`config.mk`:
```
export PLATFORM = sky130hd
export DESIGN_NAME = cmdser_top
export DESIGN_NICKNAME = d
export VERILOG_FILES = /design/src/rtl/cmdser_pkg.sv /design/src/rtl/cmdser_collect.sv /design/src/rtl/cmdser_match.sv /design/src/rtl/cmdser_top.sv
export SDC_FILE = /design/constraint.sdc
export NUM_CORES = 1
export LEC_CHECK = 0
export BUFFER_PORTS_ARGS = -buffer_cell sky130_fd_sc_hd__buf_2
export CAP_MARGIN = 5
export CORE_MARGIN = 3
export CORE_UTILIZATION = 30
export DETAILED_ROUTE_END_ITERATION = 10
export SYNTH_ARGS = -nofsm -noshare
export SYNTH_HDL_FRONTEND = slang
export SYNTH_SLANG_ARGS = --single-unit
```
`constraint.sdc`:
```
create_clock -name clk -period 1.8 [get_ports clk]
set_input_delay 0.09 -clock clk [delete_from_list [all_inputs] [get_ports clk]]
set_output_delay 0.09 -clock clk [all_outputs]
set_load 0.1 [all_outputs]
```
`src/rtl/cmdser_pkg.sv`:
```
package cmdser_pkg;

    localparam int BYTE_W   = 8;
    localparam int ADDR_W   = 16;
    localparam int DATA_W   = 32;
    localparam int NUM_BEAT = 6;
    localparam int ADDR_BYT = ADDR_W / BYTE_W;
    localparam int BEAT_IW  = $clog2(NUM_BEAT);

    typedef logic [BYTE_W-1:0] byte_t;
    typedef logic [ADDR_W-1:0] addr_t;
    typedef logic [DATA_W-1:0] data_t;
    typedef logic [BEAT_IW-1:0] beat_idx_t;

    typedef struct packed {
        addr_t addr;
        data_t data;
    } cmd_word_t;

    function automatic logic window_hit(input addr_t a, input addr_t base, input addr_t mask);
        return (mask != '0) && ((a & mask) == (base & mask));
    endfunction

endpackage

```
`src/rtl/cmdser_collect.sv`:
```
module cmdser_collect
    import cmdser_pkg::*;
(
    input  logic      clk,
    input  logic      rst,
    input  byte_t     byte_i,
    input  logic      stb_i,
    output logic      last_o,
    output cmd_word_t word_o
);
    localparam beat_idx_t LAST_IDX = beat_idx_t'(NUM_BEAT - 1);

    logic      active_q;
    beat_idx_t idx_q;
    byte_t     beat_q [NUM_BEAT-1];

    always_ff @(posedge clk) begin
        if (rst) begin
            active_q <= 1'b0;
            idx_q    <= '0;
        end else if (stb_i) begin
            active_q <= 1'b1;
            idx_q    <= beat_idx_t'(1);
        end else if (active_q) begin
            if (idx_q == LAST_IDX) begin
                active_q <= 1'b0;
                idx_q    <= '0;
            end else begin
                idx_q <= idx_q + beat_idx_t'(1);
            end
        end
    end

    always_ff @(posedge clk) begin
        if (rst) begin
            for (int i = 0; i < NUM_BEAT - 1; i++) beat_q[i] <= '0;
        end else if (stb_i) begin
            beat_q[0] <= byte_i;
        end else if (active_q && idx_q != LAST_IDX) begin
            for (int i = 1; i < NUM_BEAT - 1; i++)
                if (idx_q == beat_idx_t'(i)) beat_q[i] <= byte_i;
        end
    end

    assign last_o = active_q && !stb_i && (idx_q == LAST_IDX);

    always_comb begin
        logic [NUM_BEAT*BYTE_W-1:0] flat;
        for (int i = 0; i < NUM_BEAT - 1; i++)
            flat[i*BYTE_W +: BYTE_W] = beat_q[i];
        flat[(NUM_BEAT-1)*BYTE_W +: BYTE_W] = byte_i;
        word_o.addr = flat[0 +: ADDR_W];
        word_o.data = flat[ADDR_W +: DATA_W];
    end

    // a strobe always restarts collection at the second beat slot
    assert_stb_restarts_R7: assert property (@(posedge clk) disable iff (rst)
        stb_i |=> (active_q && idx_q == beat_idx_t'(1)));

    // an idle bus keeps the collector idle
    assert_idle_stays_R8: assert property (@(posedge clk) disable iff (rst)
        (!active_q && !stb_i) |=> !active_q);

endmodule

```
`src/rtl/cmdser_match.sv`:
```
module cmdser_match
    import cmdser_pkg::*;
#(
    parameter int                    NUM_WIN = 3,
    parameter logic [NUM_WIN*ADDR_W-1:0] BASES = '0,
    parameter logic [NUM_WIN*ADDR_W-1:0] MASKS = '0
) (
    input  addr_t addr_i,
    output logic  hit_o
);
    logic [NUM_WIN-1:0] win_hit;

    for (genvar g = 0; g < NUM_WIN; g++) begin : g_win
        localparam addr_t W_BASE = BASES[g*ADDR_W +: ADDR_W];
        localparam addr_t W_MASK = MASKS[g*ADDR_W +: ADDR_W];
        if (W_MASK == '0) begin : g_off
            assign win_hit[g] = 1'b0;
        end else begin : g_on
            assign win_hit[g] = window_hit(addr_i, W_BASE, W_MASK);
        end
    end

    assign hit_o = |win_hit;

endmodule

```
`src/rtl/cmdser_top.sv`:
```
module cmdser_top
    import cmdser_pkg::*;
#(
    parameter logic [15:0] WIN0_BASE = 16'h0404,
    parameter logic [15:0] WIN0_MASK = 16'h07FC,
    parameter logic [15:0] WIN1_BASE = 16'h0000,
    parameter logic [15:0] WIN1_MASK = 16'h0000,
    parameter logic [15:0] WIN2_BASE = 16'h0000,
    parameter logic [15:0] WIN2_MASK = 16'h0000,
    parameter int          REL_W     = 2
) (
    input  logic              clk,
    input  logic              rst,
    input  logic [7:0]        cmd_byte_i,
    input  logic              cmd_stb_i,
    output logic [REL_W-1:0]  reg_addr_o,
    output logic [31:0]       reg_data_o,
    output logic              reg_we_o
);
    localparam int NUM_WIN = 3;
    localparam logic [NUM_WIN*ADDR_W-1:0] BASES = {WIN2_BASE, WIN1_BASE, WIN0_BASE};
    localparam logic [NUM_WIN*ADDR_W-1:0] MASKS = {WIN2_MASK, WIN1_MASK, WIN0_MASK};

    logic      last_beat;
    cmd_word_t word;
    logic      hit;

    cmdser_collect u_collect (
        .clk    (clk),
        .rst    (rst),
        .byte_i (cmd_byte_i),
        .stb_i  (cmd_stb_i),
        .last_o (last_beat),
        .word_o (word)
    );

    cmdser_match #(
        .NUM_WIN (NUM_WIN),
        .BASES   (BASES),
        .MASKS   (MASKS)
    ) u_match (
        .addr_i (word.addr),
        .hit_o  (hit)
    );

    always_ff @(posedge clk) begin
        if (rst) begin
            reg_we_o   <= 1'b0;
            reg_addr_o <= '0;
            reg_data_o <= '0;
        end else begin
            reg_we_o <= last_beat && hit;
            if (last_beat && hit) begin
                reg_addr_o <= word.addr[REL_W-1:0];
                reg_data_o <= word.data;
            end
        end
    end

    // enable never lasts more than one cycle
    assert_we_single_R5: assert property (@(posedge clk) disable iff (rst)
        reg_we_o |=> !reg_we_o);

    // an enable traces back to a strobe six edges earlier
    assert_we_after_stb_R5: assert property (@(posedge clk) disable iff (rst)
        $rose(reg_we_o) |-> $past(cmd_stb_i, 6));

    // data and address move only together with an enable
    assert_hold_on_miss_R6: assert property (@(posedge clk) disable iff (rst)
        (!$stable(reg_data_o) || !$stable(reg_addr_o)) |-> reg_we_o);

endmodule

```
# [Yosys cells after proc, flatten, opt, wreduce, memory -nomap -nowiden]
# Memory sizes are Yosys's and may differ from the RTL's. A register that Yosys moved wholly into a read port is not among the register bits.
# Cells that the tools add are included.
[totals] mem_bits_rw=40 inputBits=11 memories=1 word_cells=63 out_inout_bits=35 ff_bits=39
[mem_list] name="u_collect.beat_q" words=5 word_bits=8 read_ports=5 rd_clocked_by_memory_dff=3 write_ports=5 line_no="cmdser_collect.sv:15" source="byte_t beat_q [NUM_BEAT-1];"
[op_classes] eq_ne=7 add_sub_neg=1 n_mux=36 bitwise=5 n_reduce_logical=7
[ops] operator="$mux 8" count=5
[ops] operator="$mux 1" count=30
[ops] operator="$eq 9x9->1 const B" count=1
[ops] operator="$eq 3x2->1 const B" count=2
[ops] operator="$eq 3x3->1 const B" count=2
[ops] operator="$or 1x1->1" count=5
[ops] operator="$logic_and 1x1->1" count=4
[ops] operator="$add 3x1->3 const B" count=1
[ops] operator="$eq 3x1->1 const B" count=1
[ops] operator="$mux 3" count=1
[ops] operator="$ne 3x3->1 const B" count=1
[ops] operator="$reduce_bool 2->1" count=1
[ops] operator="$reduce_or 2->1" count=1
[ops] operator="$logic_not 1->1" count=1

# [Longest topological paths before layout]
[depth] word_depth=7 mapped_depth=6 depth_no_buf=5

# [Modules after synthesis]
# Synthesis repeated with hierarchy kept, for this count alone.
[unflattened] hier_cells=258 hier_area_um2=3459.6
[modules_own_cells] module="cmdser_top" area_per_inst_um2=1734.2 seq_area_each_um2=700.7 n_inst=1 cells_each=159
[modules_own_cells] module="cmdser_collect" area_per_inst_um2=1694.1 seq_area_each_um2=1281.2 n_inst=1 cells_each=96
[modules_own_cells] module="cmdser_match" area_per_inst_um2=31.3 seq_area_each_um2=0.0 n_inst=1 cells_each=3

# [Worst setup path after synthesis]
# Ideal clock, no wire load.
[synth_timing] kind="register to register" from="register u_collect.idx_q[1]" to="memory u_collect.beat_q[0][0] (netlist name) (data pin)" setup_ns=0.300 required_time_ns=1.500 period_less_slack_ns=1.932 n_path_buf=1 setup_slack_ns=-0.132 stages_incl_launch_ff=7 t_arrival_ns=1.632 cell_sequence="dfxtp_1 -> buf_6 -> and2_2 -> ha_1 -> and2_2 -> o41ai_2 -> nor3_1"
[synth_lines] item="start, declared" line_no="cmdser_collect.sv:14" source="beat_idx_t idx_q;"
[synth_lines] item="start signal, assigned" line_no="cmdser_collect.sv:23" source="idx_q <= beat_idx_t'(1);"
[synth_lines] item="start signal, assigned" line_no="cmdser_collect.sv:29" source="idx_q <= idx_q + beat_idx_t'(1);"
[synth_lines] item="end, declared" line_no="cmdser_collect.sv:15"

==> impl_results.md <==
- Reg clk slew, reported paths: 0.08 ns
- Highest Signal Layer: met4
- Clk_skew: 0.0144 ns
- Hold Slack: 0.0868 ns
- Congestion Overflow GR: 0
- Global-route wire length before repair: 9.76 mm
- WL met3: 321 µm
- Total GRT Usage: 11.3%
- Clock Latency Late Sink: 0.36 ns
- Maximum VDD drop: 389 µV
- Die W: 107 µm
- Final wirelength: 6.07 mm
- CP Capture Type: register
- Core area: 9860 µm²
- Yosys reg bits: 74
- Largest net degree at the start of global routing: 47
- Reg area: 1830 µm²
- First-iteration detailed-routing DRC count: 64
- ANT nets after route: 0
- Filler cells: 977
- Finished Cell Area: 3690 µm²
- Sw frac: 22.1%
- Pwr Density: 938 nW/µm²
- Initial antenna violation count: 0
- Layout area overhead: 20.6%
- Core Util, Final: 37.4%
- Top cell type's share of synthesized area: 34.3%
- Ys Warns: 0
- Worst-Margin Slew: 0.498 ns
- Status: completed
- Part of the power in combinational logic: 5.7%
- Synthesized area: 3060 µm²
- Syn nets: 250
- Sequential-to-total area share from yosys stat: 59.8%
- DIE HEIGHT: 107 µm
- # diodes: 0
- Fmax: 0.580 GHz
- CP required: 1.89 ns
- Worst Path Arrival: 1.82 ns
- Met2 wire length: 2.80 mm
- Slew headroom: 67.0%
- I/O Buffers: 45
- Max-slew violations: 0
- Met1 WL: 2.88 mm
- Routability cong.: 0.783
- Post-Layout Cell Count: 429
- Clock power frac: 40.8%
- Register-to-Register Setup Slack: 0.08 ns
- DR pass1 iterations: 4
- HPWL after DPL: 4.32 mm
- Cts bufs inserted: 9
- Max Fanout on Critical Path: 8
- Final #Nets: 303
- # rows: 36
- Starting Density: 31.1%
- Vias in the first global route: 1868
- CP Launch Type: register
- Clock sink total: 74
- Cell Area, Placed: 3440 µm²
- Via-per-instance ratio: 4.33
- Syn Inst Count: 238
- Pint: 2700 µW
- Share of cells above drive strength 1: 31.8%
- Total power: 3460 µW
- Hold_buf cts: 0
- Multi-input combinational cell area: 1140 µm²
- Average cell area after synthesis: 12.9 µm²
- Switching Power: 767 µW
- Inst Count DP: 413
- Worst Hold Class: in2reg
- Via Count: 1856
- Setup-failing EPs final: 0
- Crit Path Category: reg2reg
- Drt drc: 0
- Max Root-Sink Buffers: 2
- I/O pins: 46
- Crit path time final: 1.72 ns
- Post-synthesis cell type count: 31
- H-tree levels: 3
- Reg power frac: 53.5%
- CTS tree: yes
- Die area: 11500 µm²
- Post-synth top area cell: edfxtp_1
- Final hold vios: 0
- Leak Pwr: 0.00147 µW
- Routed len/inst: 14.2 µm
- CTS root buffer: clkbuf_8
- Final period util: 95.8%
- Max-cap viol count: 0
- Top post-synthesis cells by area: edfxtp_1 34%, dfxtp_1 25%, nand2b_1 14%
layout by cell type, fill, tap and decap left out, drive strengths merged:
cell type,instances
or3,1
bufinv,2
clkinvlp,1
clkbuf,10
xnor2,1
nor4b,1
a21oi,3
nand4,1
nand2b,69
and2,2
or2,2
buf,58
nor3b,1
clkinv,2
a41o,1
inv,5
mux2i,35
dfxtp,39
edfxtp,35
nor3,9
a31o,2
and4,1
o211ai,1
o41ai,1
ha,1
a211oi,1
nor2,4
and4b,1
o21bai,1
o21ai,1
nand2,4
cell families after synthesis:
group           count (synthesis)  synth area share (%)
compound gates                 11                  3.27
mux                            35                  11.4
xor+xnor                        1                 0.286
simple gates                   96                  20.1
buf+inv                        20                  4.66
fa+ha+maj                       1                 0.408
flops                          74                  59.8
through the flow:
stage / setup TNS (ns) / setup WS (ns)
2_1_floorplan: 0 / 0.000404
3_3_place_gp: 0 / 0.100
3_5_place_dp: -0.145 / -0.0291
4_1_cts: 0 / 0.00392
5_1_grt: -0.000697 / -0.000697
6_report: 0 / 0.0765
sequential cells by signal, indices dropped and copies added, names as in the netlist:
signal              count
reg_addr_o              2
reg_data_o             32
reg_we_o                1
u_collect.active_q      1
u_collect.beat_q       35
u_collect.idx_q         3
cells in the mapped netlist:
| library cell | n |
|---|---|
| nand2b_1 | 69 |
| dfxtp_1 | 39 |
| edfxtp_1 | 35 |
| mux2i_1 | 35 |
| nor3_1 | 9 |
| clkbuf_1 | 8 |
| buf_6 | 4 |
| inv_1 | 4 |
| nand2_1 | 4 |
| nor2_1 | 4 |
| a21oi_1 | 3 |
| a31o_2 | 2 |
| and2_2 | 2 |
| buf_12 | 2 |
| or2_2 | 2 |
| a211oi_4 | 1 |
| a41o_2 | 1 |
| and4_1 | 1 |
| and4b_4 | 1 |
| buf_2 | 1 |
| buf_4 | 1 |
| ha_1 | 1 |
| nand4_1 | 1 |
| nor3b_4 | 1 |
| nor4b_4 | 1 |
| o211ai_1 | 1 |
| o21ai_0 | 1 |
| o21bai_1 | 1 |
| o41ai_2 | 1 |
| or3_4 | 1 |
| xnor2_1 | 1 |
worst paths after layout:
| check | startpoint | end | cells after the start |
|---|---|---|---|
| worst max register to register | u_collect.idx_q[1] | u_collect.beat_q[1][1] | 6 |
| worst max-delay path | u_collect.idx_q[1] | u_collect.beat_q[1][1] | 6 |
| worst min-delay path | cmd_byte_i[4] | reg_data_o[28] | 3 |
| worst min register to register | reg_data_o[19] | reg_data_o[19] | 2 |
cell type report:
class	instances	share of cell area (%)
clock buffers	10	3.46
inverters	4	0.407
multi-input cells	144	30.9
repair buffers	58	8.74
well taps	133	4.51
flip-flops and latches	74	49.6
clock inverters	6	2.44
critical path: stages, from the launching register on:
cell	delay, ns
dfxtp_1	0.36
and2_2	0.21
ha_1	0.18
and2_2	0.20
o41ai_4	0.19
buf_4	0.24
nor3_2	0.10
metal layers:
metal,track usage [%],up-vias
li1,-,920
met1,14.5,882
met2,17.4,47
met3,4.82,7
met4,3.01,0
met5,0,-
power groups by stage:
stage,registers [µW],logic (µW),clock network (µW)
after floorplan,1880,137,0
after global placement,1890,188,0
after detailed placement,1890,188,0
after CTS,1850,190,1450
after global routing,1860,217,1550
final,1850,196,1420
what timing repair did:
item | 4_1_cts | 5_1_grt
endpoints found under the setup margin | 5 | 26
buffers inserted | 0 | 0
gates resized for setup | 1 | 7
hold endpoints to repair | 0 | 0
(Power assumes the default switching activity.)
